--- config.mk ---
export PLATFORM = sky130hd
export DESIGN_NAME = mmt_seq_gen
export DESIGN_NICKNAME = d
export VERILOG_FILES = /design/src/rtl/mmt_pkg.sv /design/src/rtl/mmt_major_ctr.sv /design/src/rtl/mmt_ring_ctr.sv /design/src/rtl/mmt_pair_dec.sv /design/src/rtl/mmt_seq_gen.sv
export SDC_FILE = /design/constraint.sdc
export NUM_CORES = 1
export LEC_CHECK = 0
export BUFFER_PORTS_ARGS = -buffer_cell sky130_fd_sc_hd__buf_2
export CORE_ASPECT_RATIO = 0.8
export CORE_MARGIN = 2
export CORE_UTILIZATION = 34
export CTS_CLUSTER_DIAMETER = 40
export DETAILED_ROUTE_END_ITERATION = 8
export PLACE_DENSITY = 0.82
export SYNTH_ARGS = -nofsm -noshare
export SYNTH_HDL_FRONTEND = slang
export SYNTH_HIERARCHICAL = 1
export SYNTH_SLANG_ARGS = --single-unit
--- constraint.sdc ---
create_clock -name clk -period 1.5 [get_ports clk]
set_clock_uncertainty 0.2 [all_clocks]
set_input_delay 0.075 -clock clk [delete_from_list [all_inputs] [get_ports clk]]
set_output_delay 0.075 -clock clk [all_outputs]
set_load 0.01 [all_outputs]
--- src/rtl/mmt_pkg.sv ---
package mmt_pkg;

   // Code of the k-th position of a twisted ring of width n (k < 2n).
   function automatic logic [31:0] ring_code(input int k, input int n);
      logic [31:0] ones_n;
      ones_n = (32'd1 << n) - 32'd1;
      if (k <= n)
         return (32'd1 << k) - 32'd1;
      else
         return ones_n & ~((32'd1 << (k - n)) - 32'd1);
   endfunction

endpackage

--- src/rtl/mmt_major_ctr.sv ---
module mmt_major_ctr #(
   parameter int W = 2
) (
   input  logic                clk,
   input  logic                rst_n,
   input  logic                inc,
   output logic [(1<<W)-1:0]   oh,
   output logic                at_last
);
   localparam int N = 1 << W;

   logic [W-1:0] cnt_q;

   always_ff @(posedge clk or negedge rst_n) begin
      if (!rst_n)
         cnt_q <= '0;
      else if (inc)
         cnt_q <= cnt_q + W'(1);
   end

   for (genvar m = 0; m < N; m++) begin : g_dec
      assign oh[m] = (cnt_q == W'(m));
   end

   assign at_last = (cnt_q == W'(N - 1));

   AST_MAJ_ONEHOT: assert property (@(posedge clk) disable iff (!rst_n)
      $countones(oh) == 1) else $error("major strobe not one-hot");
   AST_MAJ_INC: assert property (@(posedge clk) disable iff (!rst_n)
      inc |=> cnt_q == W'($past(cnt_q) + W'(1))) else $error("major did not count");
   AST_MAJ_HOLD: assert property (@(posedge clk) disable iff (!rst_n)
      !inc |=> $stable(cnt_q)) else $error("major moved without wrap");

endmodule

--- src/rtl/mmt_ring_ctr.sv ---
module mmt_ring_ctr
   import mmt_pkg::*;
#(
   parameter int W = 4
) (
   input  logic             clk,
   input  logic             rst_n,
   input  logic             step,
   output logic [2*W-1:0]   oh,
   output logic             wrap
);
   localparam int S = 2 * W;

   logic [W-1:0] q_q, q_nxt;
   logic [S-1:0] legal_hit;
   logic         legal;

   for (genvar k = 0; k < S; k++) begin : g_legal
      assign legal_hit[k] = (q_q == W'(ring_code(k, W)));
   end
   assign legal = |legal_hit;

   // Two-bit adjacent decode of each ring position
   assign oh[0] = ~q_q[W-1] & ~q_q[0];
   for (genvar k = 1; k < W; k++) begin : g_fill
      assign oh[k] = q_q[k-1] & ~q_q[k];
   end
   assign oh[W] = q_q[W-1] & q_q[0];
   for (genvar k = W + 1; k < S; k++) begin : g_drain
      assign oh[k] = ~q_q[k-W-1] & q_q[k-W];
   end

   always_comb begin
      if (!legal)
         q_nxt = '0;
      else if (step)
         q_nxt = {q_q[W-2:0], ~q_q[W-1]};
      else
         q_nxt = q_q;
   end

   always_ff @(posedge clk or negedge rst_n) begin
      if (!rst_n)
         q_q <= '0;
      else
         q_q <= q_nxt;
   end

   assign wrap = step & oh[S-1];

   AST_MIN_ONEHOT: assert property (@(posedge clk) disable iff (!rst_n)
      $countones(oh) == 1) else $error("minor strobe not one-hot");
   AST_MIN_STEP: assert property (@(posedge clk) disable iff (!rst_n)
      step |=> oh == {$past(oh[S-2:0]), $past(oh[S-1])}) else $error("minor step wrong");
   AST_MIN_HOLD: assert property (@(posedge clk) disable iff (!rst_n)
      !step |=> $stable(q_q)) else $error("minor moved without step");

endmodule

--- src/rtl/mmt_pair_dec.sv ---
module mmt_pair_dec #(
   parameter int NMAJ = 4,
   parameter int NMIN = 8
) (
   input  logic                  en,
   input  logic [NMAJ-1:0]       maj_oh,
   input  logic [NMIN-1:0]       min_oh,
   output logic [NMAJ*NMIN-1:0]  hi,
   output logic [NMAJ*NMIN-1:0]  lo_n
);
   for (genvar m = 0; m < NMAJ; m++) begin : g_maj
      for (genvar n = 0; n < NMIN; n++) begin : g_min
         assign lo_n[m*NMIN + n] = ~(en & maj_oh[m] & min_oh[n]);
      end
   end
   assign hi = ~lo_n;
endmodule

--- src/rtl/mmt_seq_gen.sv ---
module mmt_seq_gen #(
   parameter int MAJ_W = 2,
   parameter int MIN_W = 4
) (
   input  logic                                 clk,
   input  logic                                 rst_n,
   input  logic                                 start_req,
   input  logic                                 adv_en,
   output logic [(1<<MAJ_W)-1:0]                major_oh,
   output logic [2*MIN_W-1:0]                   minor_oh,
   output logic [(1<<MAJ_W)*2*MIN_W-1:0]        pair_hi,
   output logic [(1<<MAJ_W)*2*MIN_W-1:0]        pair_lo_n,
   output logic                                 busy
);
   localparam int NMAJ  = 1 << MAJ_W;
   localparam int NMIN  = 2 * MIN_W;
   localparam int NPAIR = NMAJ * NMIN;

   if (MAJ_W < 1 || MAJ_W > 4) begin : g_bad_maj
      $error("MAJ_W must be 1..4");
   end
   if (MIN_W < 2 || MIN_W > 8) begin : g_bad_min
      $error("MIN_W must be 2..8");
   end

   logic busy_q, step, min_wrap, maj_last, seq_end;

   assign step    = busy_q & adv_en;
   assign seq_end = min_wrap & maj_last;

   always_ff @(posedge clk or negedge rst_n) begin
      if (!rst_n)
         busy_q <= 1'b0;
      else if (busy_q)
         busy_q <= ~seq_end;
      else
         busy_q <= start_req;
   end

   mmt_ring_ctr #(.W(MIN_W)) u_minor (
      .clk(clk), .rst_n(rst_n), .step(step), .oh(minor_oh), .wrap(min_wrap)
   );

   mmt_major_ctr #(.W(MAJ_W)) u_major (
      .clk(clk), .rst_n(rst_n), .inc(min_wrap), .oh(major_oh), .at_last(maj_last)
   );

   mmt_pair_dec #(.NMAJ(NMAJ), .NMIN(NMIN)) u_pairs (
      .en(busy_q), .maj_oh(major_oh), .min_oh(minor_oh), .hi(pair_hi), .lo_n(pair_lo_n)
   );

   assign busy = busy_q;

   AST_START_IDLE: assert property (@(posedge clk) disable iff (!rst_n)
      (!busy && start_req) |=> (busy && major_oh[0] && minor_oh[0])) else $error("start failed");
   AST_SEQ_END: assert property (@(posedge clk) disable iff (!rst_n)
      (busy && adv_en && major_oh[NMAJ-1] && minor_oh[NMIN-1]) |=> (!busy && major_oh[0] && minor_oh[0]))
      else $error("sequence end wrong");
   AST_IDLE_FROZEN: assert property (@(posedge clk) disable iff (!rst_n)
      (!busy && !start_req) |=> (!busy && $stable(major_oh) && $stable(minor_oh))) else $error("idle moved");
   AST_PAIR_ONE: assert property (@(posedge clk) disable iff (!rst_n)
      busy |-> $countones(pair_hi) == 1) else $error("pair strobe count");
   AST_PAIR_IDLE: assert property (@(posedge clk) disable iff (!rst_n)
      !busy |-> pair_hi == '0) else $error("pair strobe while idle");
   AST_PAIR_POL: assert property (@(posedge clk) disable iff (!rst_n)
      (pair_hi & pair_lo_n) == '0 && (pair_hi | pair_lo_n) == {NPAIR{1'b1}}) else $error("polarity");

endmodule

==> results.md <==
* DRC viols at 0
* Worst Tran Pin Value at approximately 350 ps
* Final Wtd Congestion at 0.774
* Clock network power share at under 10%
* Antenna Nets Post-Route at 0
* Yosys warnings at 6
* Post-layout utilization of the core at between 70% and 80%
* Combinational Power Share at 82.4%
* Post-DR vias/cell at roughly 5.7
* RR Endpoint: u_major/cnt_q[1]
* Layout fillers at 130
* Unrepaired setup endpoints after global routing: true
* Pleak at 0.00100 uW
* H-tree levels at 1
* Arr. time, crit path at ~1500 ps
* Die area at between 3000 and 4000 sq um
* Hold path startpoint: adv_en
* Final setup vio count at 74
* Final WL at ~5200 um
* Sequential share of power at 12.0%
* Fmax at ~570 MHz
* Final hold slack at 130 ps
* Worst EP required at between 1000 and 1500 ps
* Status: finished, violations left
* Max-cap violations at 0
* Syn nets at around 130
* Cell area after synthesis at a little over 900 sq um
* Clk buf depth at 2
* Slowest-stage cell, CP: dfrtp_1
* TritonCTS Buffers at 3
* Maximum vdd drop at a little over 1 mV
* IO buf count at 80
* Period utilization at 117%
* Post-synth ARST share at 100%
* Hold Crit Class: input port to flop
* Clock slew at reported path FFs at 60 ps
* Max_slew headroom at 76.8%
* Synth Register Bits at 7
* Count of cell types in the netlist at 24
* Drt pass-1 iters at 4
* # rows at 16
* Worst hold endpoint: u_minor/q_q[1]
* Share of post-route cells with drive strength above 1 at 68.8%
* Critical path type: flop to output port
* Critical path's top delay family: buffers and inverters
* DR iter-0 viols at ~270
* DP Area at 1420 sq um
* Worst reg2reg startpoint: u_minor/q_q[3]
* Post-route cell area at between 1500 and 2000 sq um
* Largest net degree at the start of global routing at 68
* Post-route insts no fill at roughly 270
* CTS tree: done
* Initial antenna violation count at 0
* Final worst slack at -260 ps
* Area grow syn2layout at 114%
* Critical-path cell list: buf_4 -> ha_4 -> buf_6 -> nand3_1 -> buf_2
* Gr ovfl total at 0
* Internal at around 1800 uW
* Die W at around 62 um
* Startpoint types: flop
* Cells after Synth at around 120
* P_sw at about 1700 uW
* PD cells at 1790 nW/um^2
* Final hold viol count at 0
* CP Buf/Inv Count at 3
* Failing checks: negative setup slack
* EDFF count, synth at 0
* Routed WL per cell at ~19 um
* DP HPWL at around 2400 um
* Top_reg_cell synth: dfrtp_1
* Mean Syn Cell Area at roughly 7.4 sq um
* Num ports at around 80
* Total core area at 2500 sq um
* Sw Ratio at approximately half
* Clock sink count at 7
* Antenna cells at 0
* Vias at between 1500 and 2000
* Placed Cells at approximately 250
* Fin crit period at about 1800 ps
* Reg2reg setup slack at -110 ps
* Total track usage at 21.4%
* Pins over their slew limit at 0
* Vias in the first global route at about 1100
* CP peak stage delay at approximately 420 ps
* Crit path capture type: output port
* Maximum fanout along the worst path at 10
* Fin nets at between 200 and 250
* Chip height at between 50 and 60 um
* Reg2Reg Depth at 5
* Global-route wire length before repair at 5070 um
* Sequential fraction of the synthesis area at between 15 and 20%
* Skew-Pair Late Insertion Delay at 280 ps
* Hold depth at 4
* Root buffer cell: clkbuf_4
* Starting Density at 36.4%
-- metal layers --
| metal | vias up | track usage [%] | part of all wire [%] |
|---|---|---|---|
| met3 | 29 | 4.90 | 10 |
| met2 | 124 | 36.0 | 48 |
| li1 | 655 | - | - |
| met1 | 718 | 26.5 | 37 |
| met4 | 0 | 6.74 | 5.4 |
| met5 | - | 0 | 0 |
-- cells in the final DEF (no fill, tap or decap), types with 2 or more instances in the layout --
| master | instances |
|---|---|
| nand3_1 | 23 |
| nor2b_4 | 4 |
| o21ai_1 | 2 |
| buf_4 | 17 |
| nand2_1 | 2 |
| dlygate4sd3_1 | 3 |
| buf_2 | 62 |
| ha_4 | 4 |
| and2_4 | 2 |
| dfrtp_2 | 5 |
| and3_1 | 26 |
| o21ai_0 | 3 |
| clkbuf_4 | 3 |
| buf_6 | 32 |
| dfrtp_1 | 2 |
| a21oi_1 | 2 |
| inv_2 | 2 |
| nor2b_2 | 2 |
| nand3_2 | 11 |
| nor2_1 | 4 |
| and3_4 | 6 |
| buf_12 | 2 |
| nor2_4 | 2 |
-- Yosys cell counts (2+ instances only) --
library cell	instances	area, sq um
buf_4	5	37.5
ha_1	4	50.1
nand2_1	2	7.51
dfrtp_1	7	175
inv_1	2	7.51
and2_1	2	12.5
and3_1	32	200
nor2_1	5	18.8
o21ai_1	2	10.0
a21oi_1	2	10.0
buf_6	7	78.8
nand3_1	34	170
nor2b_1	6	37.5
o21ai_0	3	15.0
-- repair_timing --
item | in CTS | in global routing
hold buffers | 3 | 0
endpoints found under the setup margin | 72 | 73
gates cloned | 0 | 3
endpoints found under the hold margin | 8 | 0
setup buffers | 9 | 6
pin swaps | 7 | 3
resized for setup | 27 | 61
-- per-stage QoR --
| step | setup WS (ps) | setup TNS [ps] | total power [uW] |
|---|---|---|---|
| finish | -260 | -11720 | 3490 |
| global route | -293 | -13920 | 3650 |
| CTS | -87.9 | -3770 | 2690 |
| detailed placement | -28.2 | -140 | 2300 |
| global placement | 31.2 | 0 | 2260 |
| floorplan | 7.42 | 0 | 1400 |
-- layout make-up --
cell class	instances	area (sq um)	share of cell area [%]
multi-input combinational	101	816	41.8
timing repair buffer	116	868	44.5
clock buffer	4	26.3	1.35
sequential	7	181	9.30
tap	36	45.0	2.31
inverter	3	13.8	0.706
-- worst register-to-register path, stage by stage (launching register included) --
cell and delay [ps]:
dfrtp_2 470, inv_2 100, nor2_4 120, buf_6 120
and2_4 170, mux2_4 320
-- worst max path at each step --
stage          depth (start not counted)  slack [ps]              from          endpoint
5_1_grt                                5        -290  u_major/cnt_q[1]     pair_lo_n[25]
6_report                               5        -260  u_major/cnt_q[1]     pair_lo_n[25]
3_3_place_gp                           3          30  u_major/cnt_q[0]       pair_hi[27]
4_1_cts                                5         -90  u_major/cnt_q[1]     pair_lo_n[31]
3_5_place_dp                           3         -30  u_major/cnt_q[0]       pair_hi[25]
2_1_floorplan                          4           7    u_minor/q_q[3]  u_major/cnt_q[1]
-- flip-flops by register name (all words and copies together), names as in the netlist --
signal         cells
u_minor/q_q        4
u_major/cnt_q      2
busy               1
-- power groups by stage --
stage	Combinational [uW]	Sequential (uW)	Clock, uW
2_1_floorplan	1050	351	0
3_3_place_gp	1920	342	0
3_5_place_dp	1950	351	0
4_1_cts	2160	362	173
5_1_grt	3020	424	205
6_report	2880	420	196
-- logic make-up after synthesis --
family,count (synthesis),synth area share [%]
buf+inv,15,14.0
mux,1,1.65
compound gates,10,6.32
fa+ha+maj,4,5.49
simple gates,85,52.3
xor+xnor,1,0.962
flops,7,19.2
Power figures use the tool's default switching activity.
